==> config.mk <==
export PLATFORM = sky130hd
export DESIGN_NAME = txn_phase_barrier
export DESIGN_NICKNAME = d
export VERILOG_FILES = /design/src/rtl/txpb_pkg.sv /design/src/rtl/txpb_arrivals.sv /design/src/rtl/txpb_bytes.sv /design/src/rtl/txpb_waiters.sv /design/src/rtl/txn_phase_barrier.sv
export SDC_FILE = /design/constraint.sdc
export NUM_CORES = 1
export LEC_CHECK = 0
export ABC_AREA = 1
export BUFFER_PORTS_ARGS = -buffer_cell sky130_fd_sc_hd__buf_2
export CAP_MARGIN = 5
export CORE_MARGIN = 2
export CORE_UTILIZATION = 45
export DETAILED_ROUTE_END_ITERATION = 8
export PLACE_DENSITY = 0.65
export SYNTH_ARGS = -nofsm -noshare
export SYNTH_HDL_FRONTEND = slang
export SYNTH_SLANG_ARGS = --single-unit
==> constraint.sdc <==
create_clock -name clk -period 12.5 [get_ports clk]
set_clock_uncertainty 0.2 [all_clocks]
set_input_delay 0.625 -clock clk [delete_from_list [all_inputs] [get_ports clk]]
set_output_delay 0.625 -clock clk [all_outputs]
set_load 0.05 [all_outputs]
==> src/rtl/txpb_pkg.sv <==
package txpb_pkg;
   typedef enum logic {
      ARV_PLAIN  = 1'b0,
      ARV_EXPECT = 1'b1
   } arv_kind_e;
endpackage

==> src/rtl/txpb_arrivals.sv <==
module txpb_arrivals #(
   parameter int CNT_W = 6
) (
   input  logic             clk,
   input  logic             rst_n,
   input  logic             load,
   input  logic [CNT_W-1:0] load_cnt,
   input  logic             take,
   input  logic             complete,
   output logic [CNT_W-1:0] pend,
   output logic             zero_next
);
   localparam logic [CNT_W-1:0] ONE = CNT_W'(1);

   logic [CNT_W-1:0] cnt_q, cnt_d, expect_q, load_eff;

   always_comb begin
      cnt_d     = take ? (cnt_q - ONE) : cnt_q;
      zero_next = (cnt_d == '0);
      load_eff  = (load_cnt == '0) ? ONE : load_cnt;
   end

   always_ff @(posedge clk or negedge rst_n) begin
      if (!rst_n) begin
         cnt_q    <= '0;
         expect_q <= ONE;
      end else if (load) begin
         cnt_q    <= load_eff;
         expect_q <= load_eff;
      end else if (complete) begin
         cnt_q    <= expect_q;
      end else begin
         cnt_q    <= cnt_d;
      end
   end

   assign pend = cnt_q;
endmodule

==> src/rtl/txpb_bytes.sv <==
module txpb_bytes #(
   parameter int BYTE_W = 16
) (
   input  logic              clk,
   input  logic              rst_n,
   input  logic              clear,
   input  logic              add_en,
   input  logic [BYTE_W-1:0] add_amt,
   input  logic              sub_en,
   input  logic [BYTE_W-1:0] sub_amt,
   input  logic              complete,
   output logic [BYTE_W-1:0] pend,
   output logic              zero_next,
   output logic              underflow
);
   localparam int SUM_W = BYTE_W + 1;
   localparam logic [BYTE_W-1:0] MAXV = {BYTE_W{1'b1}};

   logic [BYTE_W-1:0] q, d;
   logic [SUM_W-1:0]  sum, sub, diff;

   always_comb begin
      sum       = {1'b0, q} + (add_en ? {1'b0, add_amt} : '0);
      sub       = sub_en ? {1'b0, sub_amt} : '0;
      underflow = (sub > sum);
      diff      = underflow ? '0 : (sum - sub);
      d         = diff[BYTE_W] ? MAXV : diff[BYTE_W-1:0];
      zero_next = (d == '0);
   end

   always_ff @(posedge clk or negedge rst_n) begin
      if (!rst_n)                q <= '0;
      else if (clear || complete) q <= '0;
      else                       q <= d;
   end

   assign pend = q;
endmodule

==> src/rtl/txpb_waiters.sv <==
module txpb_waiters (
   input  logic armed,
   input  logic phase,
   input  logic poll_valid,
   input  logic poll_parity,
   input  logic wait_req,
   input  logic wait_parity,
   output logic poll_ready,
   output logic wait_done
);
   logic poll_past, wait_past;

   always_comb begin
      poll_past  = phase ^ poll_parity;
      wait_past  = phase ^ wait_parity;
      poll_ready = armed & poll_valid & poll_past;
      wait_done  = armed & wait_req & wait_past;
   end
endmodule

==> src/rtl/txn_phase_barrier.sv <==
module txn_phase_barrier
   import txpb_pkg::*;
#(
   parameter int CNT_W      = 6,
   parameter int BYTE_W     = 16,
   parameter bit ERR_STICKY = 1'b1
) (
   input  logic              clk,
   input  logic              rst_n,
   input  logic              init_valid,
   input  logic [CNT_W-1:0]  init_count,
   input  logic              arv_valid,
   input  logic              arv_tx,
   input  logic [BYTE_W-1:0] arv_bytes,
   input  logic              land_valid,
   input  logic [BYTE_W-1:0] land_bytes,
   input  logic              poll_valid,
   input  logic              poll_parity,
   output logic              poll_ready,
   input  logic              wait_req,
   input  logic              wait_parity,
   output logic              wait_done,
   output logic              phase,
   output logic              phase_done,
   output logic              initialized,
   output logic              err
);
   if (CNT_W < 1 || CNT_W > 16) begin : g_bad_cnt
      $error("txn_phase_barrier: CNT_W must be 1..16");
   end
   if (BYTE_W < 1 || BYTE_W > 32) begin : g_bad_byte
      $error("txn_phase_barrier: BYTE_W must be 1..32");
   end

   logic [CNT_W-1:0]  pend_arr;
   logic [BYTE_W-1:0] pend_bytes;
   logic              live, take, excess, add_en, sub_en;
   logic              arr_zero, byte_zero, underflow, complete, fault;
   arv_kind_e         kind;

   always_comb begin
      kind     = arv_kind_e'(arv_tx);
      live     = initialized & ~init_valid;
      take     = live & arv_valid & (pend_arr != '0);
      excess   = live & arv_valid & (pend_arr == '0);
      add_en   = take & (kind == ARV_EXPECT);
      sub_en   = live & land_valid;
      complete = live & arr_zero & byte_zero;
      fault    = excess | (sub_en & underflow);
   end

   txpb_arrivals #(.CNT_W(CNT_W)) u_arr (
      .clk       (clk),
      .rst_n     (rst_n),
      .load      (init_valid),
      .load_cnt  (init_count),
      .take      (take),
      .complete  (complete),
      .pend      (pend_arr),
      .zero_next (arr_zero)
   );

   txpb_bytes #(.BYTE_W(BYTE_W)) u_bytes (
      .clk       (clk),
      .rst_n     (rst_n),
      .clear     (init_valid),
      .add_en    (add_en),
      .add_amt   (arv_bytes),
      .sub_en    (sub_en),
      .sub_amt   (land_bytes),
      .complete  (complete),
      .pend      (pend_bytes),
      .zero_next (byte_zero),
      .underflow (underflow)
   );

   txpb_waiters u_wait (
      .armed       (initialized),
      .phase       (phase),
      .poll_valid  (poll_valid),
      .poll_parity (poll_parity),
      .wait_req    (wait_req),
      .wait_parity (wait_parity),
      .poll_ready  (poll_ready),
      .wait_done   (wait_done)
   );

   always_ff @(posedge clk or negedge rst_n) begin
      if (!rst_n) begin
         phase       <= 1'b0;
         phase_done  <= 1'b0;
         initialized <= 1'b0;
      end else if (init_valid) begin
         phase       <= 1'b0;
         phase_done  <= 1'b0;
         initialized <= 1'b1;
      end else begin
         phase       <= phase ^ complete;
         phase_done  <= complete;
      end
   end

   if (ERR_STICKY) begin : g_err_sticky
      always_ff @(posedge clk or negedge rst_n) begin
         if (!rst_n)          err <= 1'b0;
         else if (init_valid) err <= 1'b0;
         else if (fault)      err <= 1'b1;
      end
   end else begin : g_err_pulse
      always_ff @(posedge clk or negedge rst_n) begin
         if (!rst_n) err <= 1'b0;
         else        err <= fault & ~init_valid;
      end
   end
endmodule

==> results.md, run 1 <==
Power:
- The worst IR drop on VDD is 74.25 uV.
- In this run the static leakage power is 2.362 nW.
- Power spread over the standard cell area amounts to 210.0 nW/um2.

Synthesis:
- Counting flops with a built-in enable in the synthesized netlist gives 0.
- The synthesized flop and latch total is 32.
- When the netlist entered floorplanning its net count stood at 639.
- By area the synthesized netlist is led by dfrtp_1 22%, nand2_1 18%, ha_1 12%, inv_1 8.9%, nor2_1 6.2%.
- Yosys mapped the design onto 33 distinct sky130hd cell types.
- The proportion of synthesized flip-flops having asynchronous set or reset is 1.000.
- The fraction of the yosys area taken by sequential cells is 0.2244.
- nand2_1 is the most common cell in the netlist.
- The area fraction of the dominant cell type after synthesis is 0.2170.
- The commonest cells after synthesis are 171 x nand2_1, 85 x inv_1, 59 x nor2_1.
- For this run, the number of Yosys warnings is 0.
- The number of instances in the synthesized netlist is 556.
- The synthesized area per cell is roughly 6.4 um2.
- The area of the mapped netlist is 3575 um2.
- The cell type contributing the most total cell area after synthesis is dfrtp_1.
- In the synthesized netlist the dominant register cell turns out to be dfrtp_1.

STA:
- The maximum operating frequency is 166.6 MHz.
- The slew at the pin with the worst max-slew slack is 708.9 ps.
- Setup repair after global routing left no endpoint under its margin.
- The hold violation count in the final report came to 0.
- In this run the tightest slew margin relative to its limit is 0.5274.
- The count of pins over their slew limit was 0.
- In the final timing run, aggregate negative setup slack is 0 ps.
- In the post-route analysis, the smallest setup slack over all paths is about 6500 ps.
- Of the available clock period, the critical path in the final layout requires 0.4802.
- Setup violations remaining at the end of the flow were counted as 0.
- The shortest period the worst path allows is 6002 ps.

Setup path:
- The longest individual stage delay on the worst path is 450 ps.
- The register-to-register setup slack is 6500 ps.
- The arrival time of the worst setup path is 5950 ps.
- STA classifies the critical path startpoint as a register.
- The required arrival time at the worst endpoint is 12450 ps.
- Along the worst path, the maximum fanout reaches 16.
- The slowest stage of the critical path is the o21ai_4 cell.
- By startpoint and endpoint, the worst setup path is classified as register to register.
- By instance count, the cell type seen most on the critical path is nand2_1.
- STA classifies the critical path endpoint as a register.

Clocking:
- Clock tree synthesis found a total of 32 sinks.
- The number of hold-repair buffers added at the cts stage is 0.
- The total clock buffers created by CTS is 5.
- The buffers inserted during post-CTS setup optimization is 0.
- For the worst-skew pair, the clock arrives at the later sink with an insertion delay of 280 ps.
- The maximum level of the CTS H-tree is 2.
- The longest clock path from root to sink contains 2 buffers.
- The number of gates resized after cts is 0.
- After clock tree synthesis, the clock-pin slew on the worst setup and hold paths is 70 ps.
- The root buffer cell is clkbuf_8.
- TritonCTS built the clock tree.

Floorplan:
- The die area is 8672 um2.
- The floorplan has 32 rows.
- The core region area is 7727 um2.
- The vertical die dimension is between 90 and 100 um.
- The starting density of the core is 0.4626.
- 54 I/O pins were placed.
- In this run the horizontal extent of the chip is 93.13 um.

Detailed routing:
- In this run the remaining antenna-violating nets after routing total 0.
- The final route contains approximately 3500 vias.
- The number of violations reported at the end of detailed-routing iteration 0 is 197.
- The final wirelength is 9133 um.
- The number of remaining DRC errors is 0.
- Dividing the detail-routed via count by the number of cells gives 4.868.
- The first-pass detailed-route iteration total is 4.
- Dividing the detail-routed wire length by the instance count gives roughly 13 um.

Cells and area:
- In the final design database the tool counted 693 nets.
- Across the whole layout, storage elements account for 802.0 um2.
- Once layout is complete, the utilization of the core stands at 0.5215.
- The combined area of the multi-input logic cells is roughly 2400 um2.
- The proportion of layout cells with a drive suffix above 1 is 0.1637.
- 0 antenna diodes ended up in the layout.
- The layout has a little over 800 filler cells.
- The count of cells in the finished layout, fillers not included, comes to 713.
- The area added between synthesis and finish is 12.74%.

Run status:
- The flow ran to the end, and the final reports show no timing, DRC or antenna violations.

Global route:
- Entering global routing, the biggest net connects 33 pins.
- The number of global-route vias before repair is 3378.
- The first global-routing pass estimated 15640 um of wire.
- The layer with the highest usage is met2.
- For this run, global-route usage on met2 was measured as 0.3738.
- The global routing met3 resource utilization is 0.02337.
- The global route total overflow is 0.
- The fraction of met1 tracks used by global routing is 0.3241.
- The total track usage is 0.2255.
- The initial antenna violation count came to 0.

Place:
- After legalization and detailed placement, the total HPWL measured 7752 um.
- The placement-stage worst setup slack is 6175 ps.
- Port buffering added 53 buffers.
- The congestion estimate from routability-driven global placement came to 0.9406.
- Counting tap cells, the placed design contains a total of 705 instances.

Job:
- The tool flagged a number of max-cap violations equal to 0.

Worst hold path:
- The type of the tightest min-delay check is input port to async pin.
==> state kept, by name, summed over array words and instances, names as in the netlist <==
signal          cells
phase_done          1
err                 1
u_bytes.pend       16
u_arr.pend          6
phase               1
initialized         1
u_arr.expect_q      6
==> critical path: cells and delay by family, from the launching register on <==
kind	cells	cell delay, ps
AND/OR/NAND/NOR	19	2250
AO/OA/AOI/OAI	8	1710
flip-flops	1	380
buffers and inverters	4	350
adder cells (fa/ha/maj)	3	840
XOR/XNOR	1	140
==> stage by stage <==
| stage | power (mW) | hold WS (ps) | cell area (um2) |
|---|---|---|---|
| floorplan | 0.6196 | 129.4 | 3575 |
| global placement | 0.7475 | 255.2 | 3923 |
| detailed placement | 0.7490 | 263.7 | 3923 |
| CTS | 0.8499 | 213.0 | 4030 |
| global route | 0.9405 | 247.1 | 4030 |
| finish | 0.8464 | 189.6 | 4030 |
==> report_power, final <==
part           internal (mW)  total (mW)  switching, mW
sequential             0.126       0.137         0.0111
combinational          0.207       0.613          0.406
clock                 0.0591      0.0966         0.0376
==> layer usage <==
layer  vias to the layer above  wire (um)
met5                         -          0
li1                       1850          -
met4                         0         62
met3                         7        294
met2                        53       4193
met1                      1561       4583
==> worst paths after layout <==
| kind | from | to | depth (start not counted) |
|---|---|---|---|
| min in group clk | u_arr.expect_q[4]$_DFFE_PN0P_ | u_arr.expect_q[4]$_DFFE_PN0P_ | 2 |
| max in group asynchronous | rst_n | u_arr.pend[3]$_DFF_PN0_ | 1 |
| min | rst_n | err$_DFFE_PN0P_ | 1 |
| max | u_arr.pend[0]$_DFF_PN0_ | u_bytes.pend[1]$_DFF_PN0_ | 35 |
| min reg2reg | u_arr.expect_q[4]$_DFFE_PN0P_ | u_arr.expect_q[4]$_DFFE_PN0P_ | 2 |
| max reg2reg | u_arr.pend[0]$_DFF_PN0_ | u_bytes.pend[1]$_DFF_PN0_ | 35 |
==> layout by cell type (no fill, tap or decap), drive strengths merged, types with 13 or more instances in the layout <==
cell	instances
ha	33
a21oi	34
inv	91
nand3	34
nand2	181
xor2	16
buf	53
o21ai	13
dfrtp	31
nor2	75
==> logic make-up after synthesis <==
kind of cell / share of synthesized area
XOR/XNOR: 0.06125
buffers and inverters: 0.1089
adder cells (fa/ha/maj): 0.1267
AO/OA/AOI/OAI: 0.1078
flip-flops: 0.2244
AND/OR/NAND/NOR: 0.3710
==> final cells by class <==
class / count / share of cell area
clock buffer: 6 / 0.01801
clock inverter: 2 / 0.008693
inverter: 91 / 0.08538
multi-input combinational: 427 / 0.5914
sequential: 32 / 0.1990
tap: 102 / 0.03167
timing repair buffer: 53 / 0.06582
No activity file was read; power rests on OpenSTA's default activity.
==> run 2: changes to the inputs <==
==> constraint.sdc (replaced) <==
create_clock -name clk -period 6.26 [get_ports clk]
set_clock_uncertainty 0.2 [all_clocks]
set_input_delay 0.313 -clock clk [delete_from_list [all_inputs] [get_ports clk]]
set_output_delay 0.313 -clock clk [all_outputs]
set_load 0.05 [all_outputs]
==> results.md, run 2 (synthesized netlist as in run 1, its figures left out) <==
STA:
- The shortest period the worst path allows was 5642 ps (-360.9 ps).
- The tightest hold margin came to 83.75 ps (-105.9 ps).
- The slew at the pin with the worst max-slew slack is 729.7 ps (+20.88 ps).
- The count of pins over their slew limit came to 0 (unchanged).
- The final count of negative-setup-slack endpoints is 0 (unchanged).
- The setup TNS after final layout was 0 ps (unchanged).
- The hold violation count in the final report is 0 (unchanged).
- The final period utilization is 0.9012 (+0.4210).
- The minimum setup slack in the final design is 618.5 ps (-5879 ps).
- The maximum operating frequency is 177.3 MHz (+6.4%).
- The relative slew slack is 0.5135 (-0.01392).

Clocking:
- The TritonCTS sink count is 32 (unchanged).
- TritonCTS built the clock tree.
- The total clock buffers created by CTS is 5 (unchanged).
- The post-CTS clock slew at the launch and capture registers of the worst setup and hold paths is 70 ps (about the same).
- The maximum level of the CTS H-tree is 2 (unchanged).
- The root buffer cell chosen for the clock tree is clkbuf_8.
- The number of buffers between clock root and the deepest sink was 2 (unchanged).
- The latest clock arrival within the worst-skew pair was 290 ps (about the same).

Place:
- The port buffer count is 53 (unchanged).
- The detailed placement HPWL came to 7761 um (+0.10%).
- The placement-stage worst setup slack was 427.6 ps (-5747 ps).
- The weighted congestion reported at the end of routability-driven placement is 0.8822 (-6.2%).
- The number of placed instances with taps included is 706 (+0.14%).

Setup path:
- The worst setup path is launched from a register.
- The critical path class is register to register.
- The worst setup path is captured at a register.
- The arrival time of the worst setup path is 5670 ps (-280 ps).
- The most numerous cell type found on the critical path is nand2_1.
- The highest fanout seen on the critical path is 9 (-7).
- The required arrival time at the worst endpoint is 6280 ps (-6170 ps).
- Among all stages on the critical path, the largest delay is contributed by dfrtp_1.
- The longest individual stage delay on the worst path was 380 ps (-70 ps).

Power:
- The combinational share of power is 0.722 (-0.002).
- The share of power burned in registers is 0.159 (-0.003).
- The areal power density over the cells is 415.5 nW/um2 (+98%).
- The net switching power is 0.9182 mW (+100%).
- The worst IR drop on VDD is 137.1 uV (+85%).
- The clock network power share was 0.118 (+0.004).
- The design internal power came to 0.7844 mW (+100%).
- The static leakage power is 2.391 nW (+1.3%).
- The switching part of the total was 0.5393 (+0.002553).

Cells and area:
- From synthesis to final layout, the design area changed by 14.63%.
- The number of standard cells in the final layout excluding fillers came to 718 (+0.70%).
- The final net count is 698 (+0.72%).
- The proportion of layout cells with a drive suffix above 1 is 0.1737 (+0.01004).
- The utilization after layout is 0.5303 (+0.008743).
- The final antenna diode count is 0 (unchanged).
- The commonest non-fill, non-tap cell in the layout is nand2_1.
- The flip-flop count of the largest register, all copies and words added is 16 (unchanged).
- In the layout the commonest cells are 171 x nand2_1, 85 x inv_1, 59 x nor2_1.

Detailed routing:
- The number of violations reported at the end of detailed-routing iteration 0 is 195 (-1.0%).
- The number of remaining DRC errors is 0 (unchanged).
- The final wirelength was 9426 um (+3.2%).
- The antenna violation net count after detailed routing is 0 (unchanged).
- The vias after detailed routing is 3526 (+1.6%).
- The via density per instance came to 4.911 (+0.88%).
- The wire length per cell after detailed routing came to 13.13 um (+2.5%).
- The first-pass detailed-route iteration total came to 5 (+1).

Global route:
- The number of global-route vias before repair is 3445 (+2.0%).
- The initial antenna violation count is 0 (unchanged).
- The global route total overflow is 0 (unchanged).
- The wire length of the first global-routing pass came to 16270 um (+4.1%).
- The total track usage is 0.2343 (+0.008767).
- The largest net degree at the start of global routing is 33 (unchanged).

Worst hold path:
- In this run the worst hold path is classified as input port to register.

Floorplan:
- The core region area is 7727 um2 (unchanged).
- The number of primary I/O pins is 54 (unchanged).
- The cell row count is 32 (unchanged).
- The starting density of the core is 0.4626 (unchanged).
- The die area is 8672 um2 (unchanged).
- The die span in x came to 93.13 um (unchanged).
- The vertical die dimension is 93.13 um (unchanged).

Run status:
- The flow ran to the end, and the final reports show no timing, DRC or antenna violations.

Job:
- The max capacitance violation total is 0 (unchanged).
-- run 2: cell types whose count changed in the layout (fill, tap and decap cells not counted), sizes merged --
cell / change
dlygate4sd3: +1
buf: +4
clkbuf: -1
clkinvlp: +1
-- run 2: stage by stage --
step | power (mW) | area (um2)
after floorplan | 1.237 | 3575
after global placement | 1.483 | 3930
after detailed placement | 1.490 | 3930
after CTS | 1.701 | 4051
after global routing | 1.898 | 4098
final | 1.703 | 4098
-- run 2: worst paths after layout --
path,start,endpoint,slack (ps),depth (start not counted)
min,init_count[4],u_arr.expect_q[4]$_DFFE_PN0P_,80,3
max in group asynchronous,rst_n,u_bytes.pend[0]$_DFF_PN0_,4980,2
min reg2reg,u_arr.expect_q[4]$_DFFE_PN0P_,u_arr.expect_q[4]$_DFFE_PN0P_,280,2
max reg2reg,u_arr.pend[0]$_DFF_PN0_,phase$_DFF_PN0_,620,37
min in group asynchronous,rst_n,u_bytes.pend[10]$_DFF_PN0_,410,2
max,u_arr.pend[0]$_DFF_PN0_,phase$_DFF_PN0_,620,37
-- run 2: worst max-delay path, delay by kind of cell, from the launching register on --
family	cells	cell delay [ps]
flops	1	380
simple gates	22	2450
buf+inv	5	500
fa+ha+maj	3	900
compound gates	6	1010
xor+xnor	1	130
-- run 2: cell type report --
class	count	area [um2]
clock buffer	5	68.82
clock inverter	3	42.54
fill	825	3630
inverter	91	344.1
multi-input combinational	427	2395
sequential	32	802.0
tap	102	127.6
timing repair buffer	58	317.8
-- run 2: power by group through the flow --
stage	sequential, mW	combinational (mW)	clock [mW]
after global placement	0.275	1.21	0
final	0.271	1.23	0.201
after detailed placement	0.274	1.22	0
after floorplan	0.274	0.963	0
after CTS	0.271	1.22	0.205
after global routing	0.275	1.41	0.214
-- run 2: routing by layer --
layer	share of wire	global-route usage	up-vias	wire length (um)
met5	0	0	-	0
met4	0.016	0.06250	0	153
met3	0.027	0.02579	12	251
met2	0.46	0.3841	65	4377
met1	0.49	0.3293	1584	4643
li1	-	-	1865	-
-- run 2: repair_timing --
item / 4_1_cts / 5_1_grt
buffers inserted: 0 / 3
endpoints found under the setup margin: 0 / 22
endpoints found under the hold margin: 31 / 0
hold buffers: 1 / 0
gates resized for setup: 0 / 2
==> run 3: changes to the inputs <==
--- a/config.mk
+++ b/config.mk
@@ -10,8 +10,9 @@
 export CAP_MARGIN = 5
 export CORE_MARGIN = 2
 export CORE_UTILIZATION = 45
+export CTS_CLUSTER_DIAMETER = 80
 export DETAILED_ROUTE_END_ITERATION = 8
-export PLACE_DENSITY = 0.65
+export PLACE_DENSITY = 0.69
 export SYNTH_ARGS = -nofsm -noshare
 export SYNTH_HDL_FRONTEND = slang
 export SYNTH_SLANG_ARGS = --single-unit
==> results.md, run 3 (synthesized netlist as in run 1, its figures left out) <==
Setup path:
- The endpoint kind of the worst setup timing path is a register.
- The most numerous cell type found on the critical path is nand2_1.
- The longest individual stage delay on the worst path is 380 ps (about the same).
- The number of cells traversed by the worst register-to-register path is 36 (-2.7%).
- The critical path class is register to register.
- The highest fanout seen on the critical path came to 15 (+6).
- The startpoint identified for the worst register-to-register timing path is u_arr.pend[0]$_DFF_PN0_.
- The startpoint of the worst setup timing path is u_arr.pend[0]$_DFF_PN0_.
- The slowest stage of the critical path is the dfrtp_1 cell.
- The required arrival time at the worst endpoint was 6230 ps (-50 ps).
- The worst register-to-register path ends at u_bytes.pend[3]$_DFF_PN0_.
- STA classifies the critical path startpoint as a register.
- In this run the worst setup path terminates at u_bytes.pend[3]$_DFF_PN0_.
- The arrival time of the worst setup path was 5670 ps (about the same).
- The register-to-register setup slack is 560 ps (-50 ps).

Cells and area:
- The final antenna diode count is 0 (unchanged).
- The final net count is 695 (-0.43%).
- The top cell types in the final layout, fill and taps aside, are 170 x nand2_1, 85 x inv_1, 59 x nor2_1.
- The flip-flop count of the largest register, all copies and words added was 16 (unchanged).
- The commonest non-fill, non-tap cell in the layout is nand2_1.
- The final instance area is 4071 um2 (-0.64%).
- The proportion of layout cells with a drive suffix above 1 was 0.1680 (-0.005675).
- The area growth from synthesis to layout is 13.90%.
- The number of standard cells in the final layout excluding fillers is 715 (-0.42%).

STA:
- The minimum setup slack in the final design was 563.8 ps (-54.65 ps).
- The shortest period the worst path allows is 5696 ps (+54.65 ps).
- The setup TNS after final layout is 0 ps (unchanged).
- Setup repair after global routing left no endpoint under its margin.
- The final period utilization is 0.9099 (+0.008729).
- The relative slew slack came to 0.5054 (-0.008067).
- The maximum operating frequency was 175.6 MHz (-0.96%).
- The hold violation count in the final report came to 0 (unchanged).
- The final count of negative-setup-slack endpoints came to 0 (unchanged).
- The count of pins over their slew limit was 0 (unchanged).
- The slew at the pin with the worst max-slew slack came to 741.8 ps (+12.10 ps).

Floorplan:
- The vertical die dimension is 93.13 um (unchanged).
- The number of primary I/O pins is 54 (unchanged).
- The cell row count is 32 (unchanged).
- The die span in x is 93.13 um (unchanged).
- The die area is 8672 um2 (unchanged).
- The starting density of the core is 0.4626 (unchanged).
- The core region area came to 7727 um2 (unchanged).

Detailed routing:
- The number of violations reported at the end of detailed-routing iteration 0 is 201 (+3.1%).
- The vias after detailed routing is 3547 (+0.60%).
- The first-pass detailed-route iteration total was 5 (unchanged).
- The wire length per cell after detailed routing was 12.72 um (-3.1%).
- The final wirelength came to 9094 um (-3.5%).
- The number of remaining DRC errors was 0 (unchanged).
- The via density per instance is 4.961 (+1.0%).
- The antenna violation net count after detailed routing came to 0 (unchanged).

Run status:
- The run finished with clean final reports.

Global route:
- The number of global-route vias before repair is 3312 (-3.9%).
- The initial antenna violation count was 0 (unchanged).
- The largest net degree at the start of global routing is 33 (unchanged).
- The total track usage is 0.2192 (-0.01514).
- The wire length of the first global-routing pass is 15170 um (-6.7%).
- The global route total overflow is 0 (unchanged).

Clocking:
- The TritonCTS sink count is 32 (unchanged).
- The latest clock arrival within the worst-skew pair is 290 ps (about the same).
- The total clock buffers created by CTS is 5 (unchanged).
- The tree is rooted in a clkbuf_8.
- The post-CTS clock slew at the launch and capture registers of the worst setup and hold paths is 70 ps (about the same).
- The maximum level of the CTS H-tree was 2 (unchanged).
- The CTS tree is built.
- The number of buffers between clock root and the deepest sink came to 2 (unchanged).

Power:
- The areal power density over the cells was 420.3 nW/um2 (+1.2%).
- The worst IR drop on VDD is 138.2 uV (+0.79%).
- The static leakage power is 2.382 nW (-0.39%).

Job:
- The max capacitance violation total is 0 (unchanged).

Worst hold path:
- The type of the tightest min-delay check is input port to register.
- The number of cells on the worst hold path is 3 (unchanged).

Place:
- The placement-stage worst setup slack is 174.6 ps (-252.9 ps).
- The instance area at placement is 3923 um2 (-0.19%).
- The weighted congestion reported at the end of routability-driven placement is 0.9681 (+9.7%).
- The port buffer count is 53 (unchanged).
- The detailed placement HPWL is 7430 um (-4.3%).
- The number of placed instances with taps included is 705 (-0.14%).
-- run 3: worst min path at each step --
| stage | startpoint | end | slack (ps) |
|---|---|---|---|
| floorplan | rst_n | err$_DFFE_PN0P_ | -180 |
| global placement | rst_n | u_bytes.pend[12]$_DFF_PN0_ | 210 |
| detailed placement | rst_n | u_bytes.pend[11]$_DFF_PN0_ | 210 |
| CTS | init_count[4] | u_arr.expect_q[4]$_DFFE_PN0P_ | 60 |
| global route | init_count[1] | u_arr.expect_q[1]$_DFFE_PN0P_ | 80 |
| finish | init_count[3] | u_arr.expect_q[3]$_DFFE_PN0P_ | 60 |
-- run 3: final cells by class --
type,instances,area (um2)
timing repair buffer,55,295.3
tap,102,127.6
clock buffer,5,68.82
fill,795,3656
inverter,91,344.1
multi-input combinational,427,2391
sequential,32,802.0
clock inverter,3,42.54
-- run 3: metal layers --
layer / part of all wire / vias up / wire length (um) / GRT usage
li1: - / 1858 / - / -
met1: 0.48 / 1556 / 4394 / 0.3107
met2: 0.45 / 114 / 4074 / 0.3490
met3: 0.048 / 19 / 432 / 0.02981
met4: 0.021 / 0 / 193 / 0.06373
met5: 0 / - / 0 / 0
-- run 3: repair_timing --
| item | CTS | global route |
|---|---|---|
| gates resized for setup | 0 | 3 |
| endpoints found under the setup margin | 0 | 24 |
| hold buffers | 1 | 0 |
| setup buffers | 0 | 1 |
| hold endpoints to repair | 31 | 0 |
-- run 3: stage by stage --
stage               hold WS (ps)  utilization  power [mW]
floorplan                 -182.6            -       1.237
global placement           206.2       0.5076       1.479
detailed placement         211.9       0.5076       1.484
CTS                        55.60       0.5233       1.696
global route               76.21       0.5269       1.876
finish                     64.89       0.5269       1.711
-- run 3: critical path: cells and delay by family, from the launching register on --
kind / cells / cell delay (ps)
fa+ha+maj: 3 / 810
xor+xnor: 1 / 140
buf+inv: 5 / 530
flops: 1 / 380
compound gates: 9 / 1560
simple gates: 18 / 1940
-- run 3: report_power, final --
| part | internal, mW | leakage, nW | switching (mW) | total, mW |
|---|---|---|---|---|
| logic | 0.415 | 1.92 | 0.821 | 1.24 |
| clock network | 0.118 | 0.0541 | 0.0862 | 0.204 |
| registers | 0.251 | 0.409 | 0.0203 | 0.271 |
